$ cat config.mk
export PLATFORM = sky130hd
export DESIGN_NAME = sdq_short_qual
export DESIGN_NICKNAME = d
export VERILOG_FILES = /design/src/rtl/sdq_pkg.sv /design/src/rtl/sdq_cfg.sv /design/src/rtl/sdq_blank.sv /design/src/rtl/sdq_filt.sv /design/src/rtl/sdq_short_qual.sv
export SDC_FILE = /design/constraint.sdc
export NUM_CORES = 1
export LEC_CHECK = 0
export BUFFER_PORTS_ARGS = -buffer_cell sky130_fd_sc_hd__buf_2
export CORE_ASPECT_RATIO = 2
export CORE_MARGIN = 5
export CORE_UTILIZATION = 50
export DETAILED_ROUTE_END_ITERATION = 12
export PLACE_DENSITY_LB_ADDON = 0.08
export RECOVER_POWER = 100
export SKIP_LAST_GASP = 1
export SYNTH_ARGS = -nofsm -noshare
export SYNTH_HDL_FRONTEND = slang
export SYNTH_SLANG_ARGS = --single-unit
$ cat constraint.sdc
create_clock -name clk -period 2.5 [get_ports clk]
set_input_delay 0.125 -clock clk [delete_from_list [all_inputs] [get_ports clk]]
set_output_delay 0.125 -clock clk [all_outputs]
set_load 0.005 [all_outputs]
$ cat src/rtl/sdq_pkg.sv
package sdq_pkg;

  // Round a time in ns up to whole clock cycles for a clock of mhz MHz.
  function automatic int unsigned ns_to_cyc(input int unsigned ns, input int unsigned mhz);
    return (ns * mhz + 999) / 1000;
  endfunction

  function automatic int unsigned max2(input int unsigned a, input int unsigned b);
    return (a > b) ? a : b;
  endfunction

endpackage

$ cat src/rtl/sdq_cfg.sv
module sdq_cfg #(
  parameter int unsigned CNT_W   = 6,
  parameter int unsigned LVL_W   = 4,
  parameter int unsigned F0_C    = 2,
  parameter int unsigned F1_C    = 12,
  parameter int unsigned F2_C    = 24,
  parameter int unsigned F3_C    = 36,
  parameter int unsigned BS_C    = 9,
  parameter int unsigned BL_C    = 18,
  parameter int unsigned S2S_MIN = 1,
  parameter int unsigned S2G_MIN = 2,
  parameter int unsigned S2S_RST = 6,
  parameter int unsigned S2G_RST = 6
) (
  input  logic             clk,
  input  logic             rst_n,
  input  logic             wr_i,
  input  logic [1:0]       filt_sel_i,
  input  logic             blank_long_i,
  input  logic [LVL_W-1:0] s2s_lvl_i,
  input  logic [LVL_W-1:0] s2g_lvl_i,
  output logic [CNT_W-1:0] filt_len_o,
  output logic [CNT_W-1:0] blank_len_o,
  output logic [LVL_W-1:0] s2s_lvl_o,
  output logic [LVL_W-1:0] s2g_lvl_o
);

  localparam logic [LVL_W-1:0] S2S_LO = LVL_W'(S2S_MIN);
  localparam logic [LVL_W-1:0] S2G_LO = LVL_W'(S2G_MIN);

  logic [1:0]       sel_q, sel_d;
  logic             long_q, long_d;
  logic [LVL_W-1:0] s2s_q, s2s_d, s2g_q, s2g_d;
  logic [LVL_W-1:0] s2s_cl, s2g_cl;

  always_comb begin
    s2s_cl = (s2s_lvl_i < S2S_LO) ? S2S_LO : s2s_lvl_i;
    s2g_cl = (s2g_lvl_i < S2G_LO) ? S2G_LO : s2g_lvl_i;
    sel_d  = sel_q;
    long_d = long_q;
    s2s_d  = s2s_q;
    s2g_d  = s2g_q;
    if (wr_i) begin
      sel_d  = filt_sel_i;
      long_d = blank_long_i;
      s2s_d  = s2s_cl;
      s2g_d  = s2g_cl;
    end
  end

  always_ff @(posedge clk or negedge rst_n) begin
    if (!rst_n) begin
      sel_q  <= 2'd1;
      long_q <= 1'b0;
      s2s_q  <= LVL_W'(S2S_RST);
      s2g_q  <= LVL_W'(S2G_RST);
    end else begin
      sel_q  <= sel_d;
      long_q <= long_d;
      s2s_q  <= s2s_d;
      s2g_q  <= s2g_d;
    end
  end

  always_comb begin
    unique case (sel_q)
      2'd0:    filt_len_o = CNT_W'(F0_C);
      2'd1:    filt_len_o = CNT_W'(F1_C);
      2'd2:    filt_len_o = CNT_W'(F2_C);
      default: filt_len_o = CNT_W'(F3_C);
    endcase
    blank_len_o = long_q ? CNT_W'(BL_C) : CNT_W'(BS_C);
  end

  assign s2s_lvl_o = s2s_q;
  assign s2g_lvl_o = s2g_q;

endmodule

$ cat src/rtl/sdq_blank.sv
module sdq_blank #(
  parameter int unsigned CNT_W = 6
) (
  input  logic             clk,
  input  logic             rst_n,
  input  logic             gate_i,
  input  logic [CNT_W-1:0] blank_len_i,
  output logic             blank_o
);

  logic             gate_q;
  logic [CNT_W-1:0] cnt_q, cnt_d;
  logic             edge_w;

  assign edge_w = gate_i ^ gate_q;

  // The change cycle is the first blanked cycle; the counter covers the rest.
  always_comb begin
    cnt_d = cnt_q;
    if (edge_w) begin
      cnt_d = blank_len_i - CNT_W'(1);
    end else if (cnt_q != '0) begin
      cnt_d = cnt_q - CNT_W'(1);
    end
  end

  always_ff @(posedge clk or negedge rst_n) begin
    if (!rst_n) begin
      gate_q <= 1'b0;
      cnt_q  <= '0;
    end else begin
      gate_q <= gate_i;
      cnt_q  <= cnt_d;
    end
  end

  assign blank_o = edge_w | (cnt_q != '0);

endmodule

$ cat src/rtl/sdq_filt.sv
module sdq_filt #(
  parameter int unsigned CNT_W = 6
) (
  input  logic             clk,
  input  logic             rst_n,
  input  logic             cmp_i,
  input  logic             blank_i,
  input  logic             clr_i,
  input  logic [CNT_W-1:0] filt_len_i,
  output logic             fault_o
);

  logic [CNT_W-1:0] cnt_q, cnt_d;
  logic [CNT_W-1:0] lim;
  logic             qual, hit;
  logic             fault_q, fault_d;

  assign lim  = filt_len_i - CNT_W'(1);
  assign qual = cmp_i & ~blank_i;
  assign hit  = qual && (cnt_q >= lim);

  always_comb begin
    if (!qual) begin
      cnt_d = '0;
    end else if (cnt_q < lim) begin
      cnt_d = cnt_q + CNT_W'(1);
    end else begin
      cnt_d = cnt_q;
    end
    // A new fault outranks a clear in the same cycle.
    fault_d = (fault_q & ~clr_i) | hit;
  end

  always_ff @(posedge clk or negedge rst_n) begin
    if (!rst_n) begin
      cnt_q   <= '0;
      fault_q <= 1'b0;
    end else begin
      cnt_q   <= cnt_d;
      fault_q <= fault_d;
    end
  end

  assign fault_o = fault_q;

endmodule

$ cat src/rtl/sdq_short_qual.sv
module sdq_short_qual
  import sdq_pkg::*;
#(
  parameter int unsigned NUM_HALF       = 3,
  parameter int unsigned CLK_MHZ        = 12,
  parameter int unsigned FILT0_NS       = 100,
  parameter int unsigned FILT1_NS       = 1000,
  parameter int unsigned FILT2_NS       = 2000,
  parameter int unsigned FILT3_NS       = 3000,
  parameter int unsigned BLANK_SHORT_NS = 750,
  parameter int unsigned BLANK_LONG_NS  = 1500,
  parameter int unsigned S2S_MIN        = 1,
  parameter int unsigned S2G_MIN        = 2,
  parameter int unsigned S2S_RST        = 6,
  parameter int unsigned S2G_RST        = 6
) (
  input  logic                clk,
  input  logic                rst_n,
  input  logic                cfg_wr,
  input  logic [1:0]          cfg_filt_sel,
  input  logic                cfg_blank_long,
  input  logic [3:0]          cfg_s2s_level,
  input  logic [3:0]          cfg_s2g_level,
  input  logic [NUM_HALF-1:0] gate_cmd,
  input  logic [NUM_HALF-1:0] cmp_s2s,
  input  logic [NUM_HALF-1:0] cmp_s2g,
  input  logic [NUM_HALF-1:0] clr_s2s,
  input  logic [NUM_HALF-1:0] clr_s2g,
  output logic [3:0]          s2s_level_o,
  output logic [3:0]          s2g_level_o,
  output logic [NUM_HALF-1:0] fault_s2s,
  output logic [NUM_HALF-1:0] fault_s2g
);

  localparam int unsigned F0_C  = ns_to_cyc(FILT0_NS, CLK_MHZ);
  localparam int unsigned F1_C  = ns_to_cyc(FILT1_NS, CLK_MHZ);
  localparam int unsigned F2_C  = ns_to_cyc(FILT2_NS, CLK_MHZ);
  localparam int unsigned F3_C  = ns_to_cyc(FILT3_NS, CLK_MHZ);
  localparam int unsigned BS_C  = ns_to_cyc(BLANK_SHORT_NS, CLK_MHZ);
  localparam int unsigned BL_C  = ns_to_cyc(BLANK_LONG_NS, CLK_MHZ);
  localparam int unsigned MAX_C = max2(max2(max2(F0_C, F1_C), max2(F2_C, F3_C)), max2(BS_C, BL_C));
  localparam int unsigned CNT_W = $clog2(MAX_C + 1);

  logic [1:0]          rst_sync_q;
  logic                rst_int_n;
  logic [CNT_W-1:0]    filt_len;
  logic [CNT_W-1:0]    blank_len;
  logic [NUM_HALF-1:0] blank_act;

  // Reset asserts at once and releases two edges later.
  always_ff @(posedge clk or negedge rst_n) begin
    if (!rst_n) begin
      rst_sync_q <= 2'b00;
    end else begin
      rst_sync_q <= {rst_sync_q[0], 1'b1};
    end
  end
  assign rst_int_n = rst_sync_q[1];

  sdq_cfg #(
    .CNT_W(CNT_W), .LVL_W(4),
    .F0_C(F0_C), .F1_C(F1_C), .F2_C(F2_C), .F3_C(F3_C),
    .BS_C(BS_C), .BL_C(BL_C),
    .S2S_MIN(S2S_MIN), .S2G_MIN(S2G_MIN),
    .S2S_RST(S2S_RST), .S2G_RST(S2G_RST)
  ) u_cfg (
    .clk         (clk),
    .rst_n       (rst_int_n),
    .wr_i        (cfg_wr),
    .filt_sel_i  (cfg_filt_sel),
    .blank_long_i(cfg_blank_long),
    .s2s_lvl_i   (cfg_s2s_level),
    .s2g_lvl_i   (cfg_s2g_level),
    .filt_len_o  (filt_len),
    .blank_len_o (blank_len),
    .s2s_lvl_o   (s2s_level_o),
    .s2g_lvl_o   (s2g_level_o)
  );

  for (genvar h = 0; h < NUM_HALF; h++) begin : g_half
    sdq_blank #(.CNT_W(CNT_W)) u_blank (
      .clk        (clk),
      .rst_n      (rst_int_n),
      .gate_i     (gate_cmd[h]),
      .blank_len_i(blank_len),
      .blank_o    (blank_act[h])
    );

    sdq_filt #(.CNT_W(CNT_W)) u_f_s2s (
      .clk       (clk),
      .rst_n     (rst_int_n),
      .cmp_i     (cmp_s2s[h]),
      .blank_i   (blank_act[h]),
      .clr_i     (clr_s2s[h]),
      .filt_len_i(filt_len),
      .fault_o   (fault_s2s[h])
    );

    sdq_filt #(.CNT_W(CNT_W)) u_f_s2g (
      .clk       (clk),
      .rst_n     (rst_int_n),
      .cmp_i     (cmp_s2g[h]),
      .blank_i   (blank_act[h]),
      .clr_i     (clr_s2g[h]),
      .filt_len_i(filt_len),
      .fault_o   (fault_s2g[h])
    );
  end

endmodule

==> impl_metrics.json, run 1 <==
{
  "synthTopCellsByCount": "71 x dfrtp_1, 65 x nor2_1, 35 x nand2_1",
  "grtUsageTotal_pct": 18.9,
  "critPathLaunchType": "register",
  "grt_overflow": 0,
  "cts.path.max_buffers": 2,
  "gp_congestion": 0.886,
  "ys_top_cells_by_area": "dfrtp_1 44%, ha_1 7.4%, nor2_1 6.0%",
  "synthSimpleGateAreaFrac_pct": 15.9,
  "die_h_um": 138,
  "cp_cell_sequence": "nor2_1 -> buf_4 -> ha_1 -> a21o_1 -> o31a_1 -> a21oi_1 -> a21oi_1 -> a32o_1",
  "finClkSkew_ps": 3.70,
  "clk_pin_slew_ps": 60,
  "synthCells": 410,
  "p_per_area_nw_per_um2": 804,
  "synthArstFlopShare_pct": 100,
  "critPathSlowestCell": "dfstp_2",
  "fillers": 702,
  "fin_setup_tns_ps": 0,
  "irDropWorstVdd_mv": 0.528,
  "synth_edf_count": 0,
  "yosysMostFrequentCell": "dfrtp_1",
  "slew_violations": 0,
  "synth_flop_cell": "dfrtp_1",
  "setup.worst_path.class": "reg2reg",
  "grt_max_degree": 39,
  "fmax_mhz": 423,
  "seq_area_um2": 1910,
  "die_area_um2": 10200,
  "worstPathRequired_ps": 2720,
  "die_w_um": 73.9,
  "boundaryPins": 43,
  "drive_gt1_share_pct": 13.8,
  "period_share_pct": 94.6,
  "post_cts_buffers": 0,
  "worstPathMaxFanout": 8,
  "synth_top_family_by_area": "simple AND/OR/NAND/NOR gates",
  "finalSetupViolations": 0,
  "diodes": 0,
  "grt_setup_unrepaired": "false",
  "cts_tree": "done",
  "cts_max_level": 3,
  "yosysTopAreaCell": "dfrtp_1",
  "synth_top_area_share_pct": 43.5,
  "numPortBuffers": 42,
  "synthMuxAreaShare_pct": 4.51,
  "path_buf_inv": 1,
  "synthXorXnorAreaFrac_pct": 9.44,
  "drt_iter0_markers": 112,
  "numCtsBuffers": 9,
  "drc": 0,
  "ys_ff_latch": 76,
  "multi_input_area_um2": 2040,
  "tightest_slew_ps": 1480,
  "vias": 3074,
  "dp_hpwl_um": 6320,
  "netlist_area_um2": 4080,
  "fin_nets": 513,
  "arrival_ps": 2590,
  "rows": 46,
  "viasPerCell": 5.48,
  "crit_family": "compound AO/OA/AOI/OAI gates",
  "hp-class": "in2reg",
  "start_util_pct": 51.4,
  "slew-limit-headroom_pct": 1.57,
  "synth_warnings": 0,
  "area_delta_synth_final_pct": 16.4,
  "synth.distinct_cells": 48,
  "hold_viol_final": 0,
  "antenna_found_initial": 0,
  "status": "finished clean",
  "avgSynthCellArea_um2": 9.95,
  "ant_nets": 0,
  "insertion_delay_ps": 340,
  "drt-wirelength-per-cell_um": 14.9,
  "p_leak_nw": 2.12,
  "syn_nets": 463,
  "cts_num_sinks": 76,
  "ff2ff_setup_slack_ps": 130,
  "fin_crit_ps": 2370,
  "end_kind": "register",
  "maxCapViolations": 0,
  "total_power_mw": 3.82,
  "grt_pass1_wl_um": 14900,
  "synth_fa_ha_area_share_pct": 7.61,
  "ys_seq_area_share_pct": 46.8,
  "clockRootBuffer": "clkbuf_16",
  "grt_pass1_vias": 3345,
  "cpMostUsedCell": "a21oi_1",
  "drtPass1Iterations": 4,
  "wirelength_um": 8380,
  "crit_path_max_incr_delay_ps": 590,
  "synth_compound_area_share_pct": 12.5,
  "core_um2": 7940
}
## kinds of logic (layout without fill, tap and decap cells)
logic type | count (synthesis) | count (layout)
buffers and inverters | 28 | 83
muxes | 17 | 17
DFF | 76 | 76
other | 1 | 1
and+or+nand+nor | 144 | 144
adders and majority gates | 25 | 25
AOI/OAI and AO/OA | 75 | 75
xor gates and xnor gates | 44 | 44
## path summary, 6_finish.rpt
check                               start                         end  cells after the start
setup / recovery           u_cfg.sel_q[0]   g_half[0].u_f_s2s.fault_o                      8
hold / removal             cfg_blank_long                u_cfg.long_q                      2
setup reg to reg           u_cfg.sel_q[0]   g_half[0].u_f_s2s.fault_o                      8
hold reg to reg             rst_sync_q[0]               rst_sync_q[1]                      0
max in group asynchronous   rst_sync_q[1]  g_half[0].u_blank.cnt_q[2]                      1
min in group asynchronous           rst_n               rst_sync_q[1]                      2
## flip-flops by register name (all words and copies together) (netlist names)
name	count
u_cfg.s2s_lvl_o	4
g_half.u_blank.gate_q	3
u_cfg.sel_q	2
u_cfg.s2g_lvl_o	4
g_half.u_f_s2g.cnt_q	18
u_cfg.long_q	1
g_half.u_f_s2s.cnt_q	18
g_half.u_blank.cnt_q	18
g_half.u_f_s2s.fault_o	3
rst_sync_q	2
g_half.u_f_s2g.fault_o	3
## placed cells by master, fill, tap and decap left out, types with 2 or more instances in the layout
master	count
dfstp_2	4
nand2b_1	5
nand4_1	3
o22ai_1	11
clkbuf_1	14
mux2_2	11
xor2_1	18
nor2_1	65
mux2i_1	6
clkbuf_16	9
a21oi_1	18
nand4b_1	5
dfrtp_1	71
a211o_1	4
dlygate4sd3_1	9
buf_4	2
inv_1	13
clkinv_2	2
nand2_1	35
ha_1	24
o21ai_0	13
o21a_1	8
buf_2	27
xnor2_1	26
nand3_1	6
a211oi_1	7
bufinv_16	2
nand3b_1	2
nor3_1	15
nor2b_1	3
## layout make-up
type / count / area share [%]
Multi-Input combinational cell: 306 / 43.0
Sequential cell: 76 / 40.2
Timing Repair Buffer: 54 / 6.40
Clock buffer: 10 / 5.03
Tap cell: 96 / 2.53
Clock inverter: 6 / 1.82
Inverter: 13 / 1.03
## power by group
part	switching, mW	internal (mW)
sequential	0.167	1.40
clock	0.508	0.900
combinational	0.454	0.388
total	1.13	2.69
## layer usage
metal	vias up	wire length (µm)	global-route usage, %
met5	-	0	0
met4	0	299	11.4
met3	22	181	2.56
met2	36	4690	34.2
met1	1500	3220	19.9
li1	1516	-	-
## metrics by stage
stage / worst slack, ps / cell area, µm² / hold slack, ps / cells / util [%]
after floorplan: 229 / 4080 / -171 / 410 / -
after global placement: 247 / 4370 / -90.2 / 536 / 55.0
after detailed placement: 156 / 4370 / -87.5 / 536 / 55.0
after CTS: 138 / 4780 / 13.1 / 561 / 60.2
after global routing: 9.84 / 4750 / 33.8 / 561 / 59.8
final: 135 / 4750 / 22.6 / 561 / 59.8
## timing repair
action / in CTS / in global routing
setup endpoints to repair: 0 / 0
resized for setup: 0 / 0
hold buffers: 9 / 0
endpoints found under the hold margin: 10 / 0
(Power assumes the default switching activity.)
==> inputs of run 2 (changes only) <==
--- a/config.mk
+++ b/config.mk
@@ -10,6 +10,7 @@
 export CORE_MARGIN = 5
 export CORE_UTILIZATION = 50
 export DETAILED_ROUTE_END_ITERATION = 12
+export MAX_ROUTING_LAYER = met4
 export PLACE_DENSITY_LB_ADDON = 0.08
 export RECOVER_POWER = 100
 export SKIP_LAST_GASP = 1
==> impl_metrics.json, run 2 (synthesis results as in run 1) <==
{
  "status": "finished clean",
  "vias": 3072,
  "die_area_um2": 10200,
  "clockRootBuffer": "clkbuf_16",
  "die_h_um": 138,
  "fin_nets": 513,
  "ant_nets": 0,
  "crit_path_max_incr_delay_ps": 590,
  "drt-wirelength-per-cell_um": 14.9,
  "cts_hold_buf": 9,
  "wirelength_um": 8380,
  "die_w_um": 73.9,
  "fmax_mhz": 423,
  "arrival_ps": 2590,
  "grt_overflow": 0,
  "place_area_um2": 4370,
  "start_util_pct": 51.4,
  "hold_viol_final": 0,
  "drtPass1Iterations": 4,
  "p_per_area_nw_per_um2": 804,
  "final_core_util_pct": 59.8,
  "antenna_found_initial": 0,
  "numPortBuffers": 42,
  "numCtsBuffers": 9,
  "fin_area_um2": 4750,
  "end_kind": "register",
  "fin_crit_ps": 2360,
  "grt_pass1_vias": 3342,
  "viasPerCell": 5.48,
  "reg.largest.list": "g_half.u_blank.cnt_q x18, g_half.u_f_s2g.cnt_q x18, g_half.u_f_s2s.cnt_q x18",
  "setup.worst_path.class": "reg2reg",
  "grt_pass1_wl_um": 14900,
  "slew-limit-headroom_pct": 1.56,
  "cts_tree": "done",
  "core_um2": 7940,
  "cts.path.max_buffers": 2,
  "hold_slack_ps": 22.8,
  "finalSetupViolations": 0,
  "boundaryPins": 43,
  "tightest_slew_ps": 1480,
  "fin_setup_tns_ps": 0,
  "drive_gt1_share_pct": 13.8,
  "period_share_pct": 94.6,
  "cpMostUsedCell": "a21oi_1",
  "grt_setup_unrepaired": "false",
  "ctsResizeCount": 0,
  "drc": 0,
  "p_leak_nw": 2.12,
  "worstRegToRegCells": 8,
  "area_delta_synth_final_pct": 16.4,
  "insertion_delay_ps": 340,
  "irDropWorstVdd_mv": 0.530,
  "diodes": 0,
  "post_cts_buffers": 0,
  "hold_depth": 2,
  "worstPathMaxFanout": 8,
  "cts_num_sinks": 76,
  "cp_cell_sequence": "nor2_1 -> buf_4 -> ha_1 -> a21o_1 -> o31a_1 -> a21oi_1 -> a21oi_1 -> a32o_1",
  "layout_commonest_cell": "dfrtp_1",
  "clk_pin_slew_ps": 60,
  "critPathLaunchType": "register",
  "slew_violations": 0,
  "rows": 46,
  "cts_max_level": 3,
  "worstPathRequired_ps": 2720,
  "hp-class": "in2reg",
  "maxCapViolations": 0,
  "seq_area_um2": 1910,
  "grt_max_degree": 39,
  "dp_hpwl_um": 6320,
  "finClkSkew_ps": 3.75,
  "fillers": 702,
  "gp_congestion": 0.901,
  "critPathSlowestCell": "dfstp_2",
  "final_cell_mix": "71 x dfrtp_1, 65 x nor2_1, 35 x nand2_1, 27 x buf_2, 26 x xnor2_1",
  "grtUsageTotal_pct": 19.4,
  "drt_iter0_markers": 143,
  "multi_input_area_um2": 2040
}
## run 2: cell counts in the layout (fill, tap and decap cells not counted)
Identical to the previous run, type by type.
## run 2: power breakdown
part / switching, mW / total, mW / internal, mW / leakage [nW]
clock network: 0.506 / 1.41 / 0.900 / 0.159
registers: 0.167 / 1.57 / 1.40 / 0.994
logic: 0.453 / 0.841 / 0.388 / 0.970
total: 1.13 / 3.82 / 2.69 / 2.12
## run 2: stage by stage
stage / total power, mW / setup slack, ps / std cells
after floorplan: 2.21 / 229 / 410
after global placement: 2.41 / 247 / 536
after detailed placement: 2.44 / 156 / 536
after CTS: 3.88 / 138 / 561
after global routing: 4.07 / 10.1 / 561
final: 3.82 / 136 / 561
## run 2: layer usage
layer	GRT usage, %	vias to the layer above	share of wire [%]
met3	2.48	22	2.1
met4	11.4	0	3.6
met5	-	-	0
met2	34.2	36	56
met1	20.0	1498	39
li1	-	1516	-
## run 2: layout make-up
type / instances / area share [%]
Clock inverter: 6 / 1.82
Inverter: 13 / 1.03
Sequential cell: 76 / 40.2
Clock buffer: 10 / 5.03
Multi-Input combinational cell: 306 / 43.0
Tap cell: 96 / 2.53
Timing Repair Buffer: 54 / 6.40
## run 2: critical path, delay by kind of cell, from the launching register on
| family | cells | cell delay, ps |
|---|---|---|
| compound gates | 5 | 1160 |
| flops | 1 | 590 |
| fa+ha+maj | 1 | 270 |
| buf+inv | 1 | 160 |
| simple gates | 1 | 80 |
## run 2: final timing paths
path	start	end	slack (ps)
setup / recovery	u_cfg.sel_q[0]	g_half[0].u_f_s2s.fault_o	140
hold / removal	cfg_blank_long	u_cfg.long_q	20
setup reg to reg	u_cfg.sel_q[0]	g_half[0].u_f_s2s.fault_o	140
hold reg to reg	rst_sync_q[0]	rst_sync_q[1]	360
max in group asynchronous	rst_sync_q[1]	g_half[0].u_blank.cnt_q[2]	540
min in group asynchronous	rst_n	rst_sync_q[1]	100
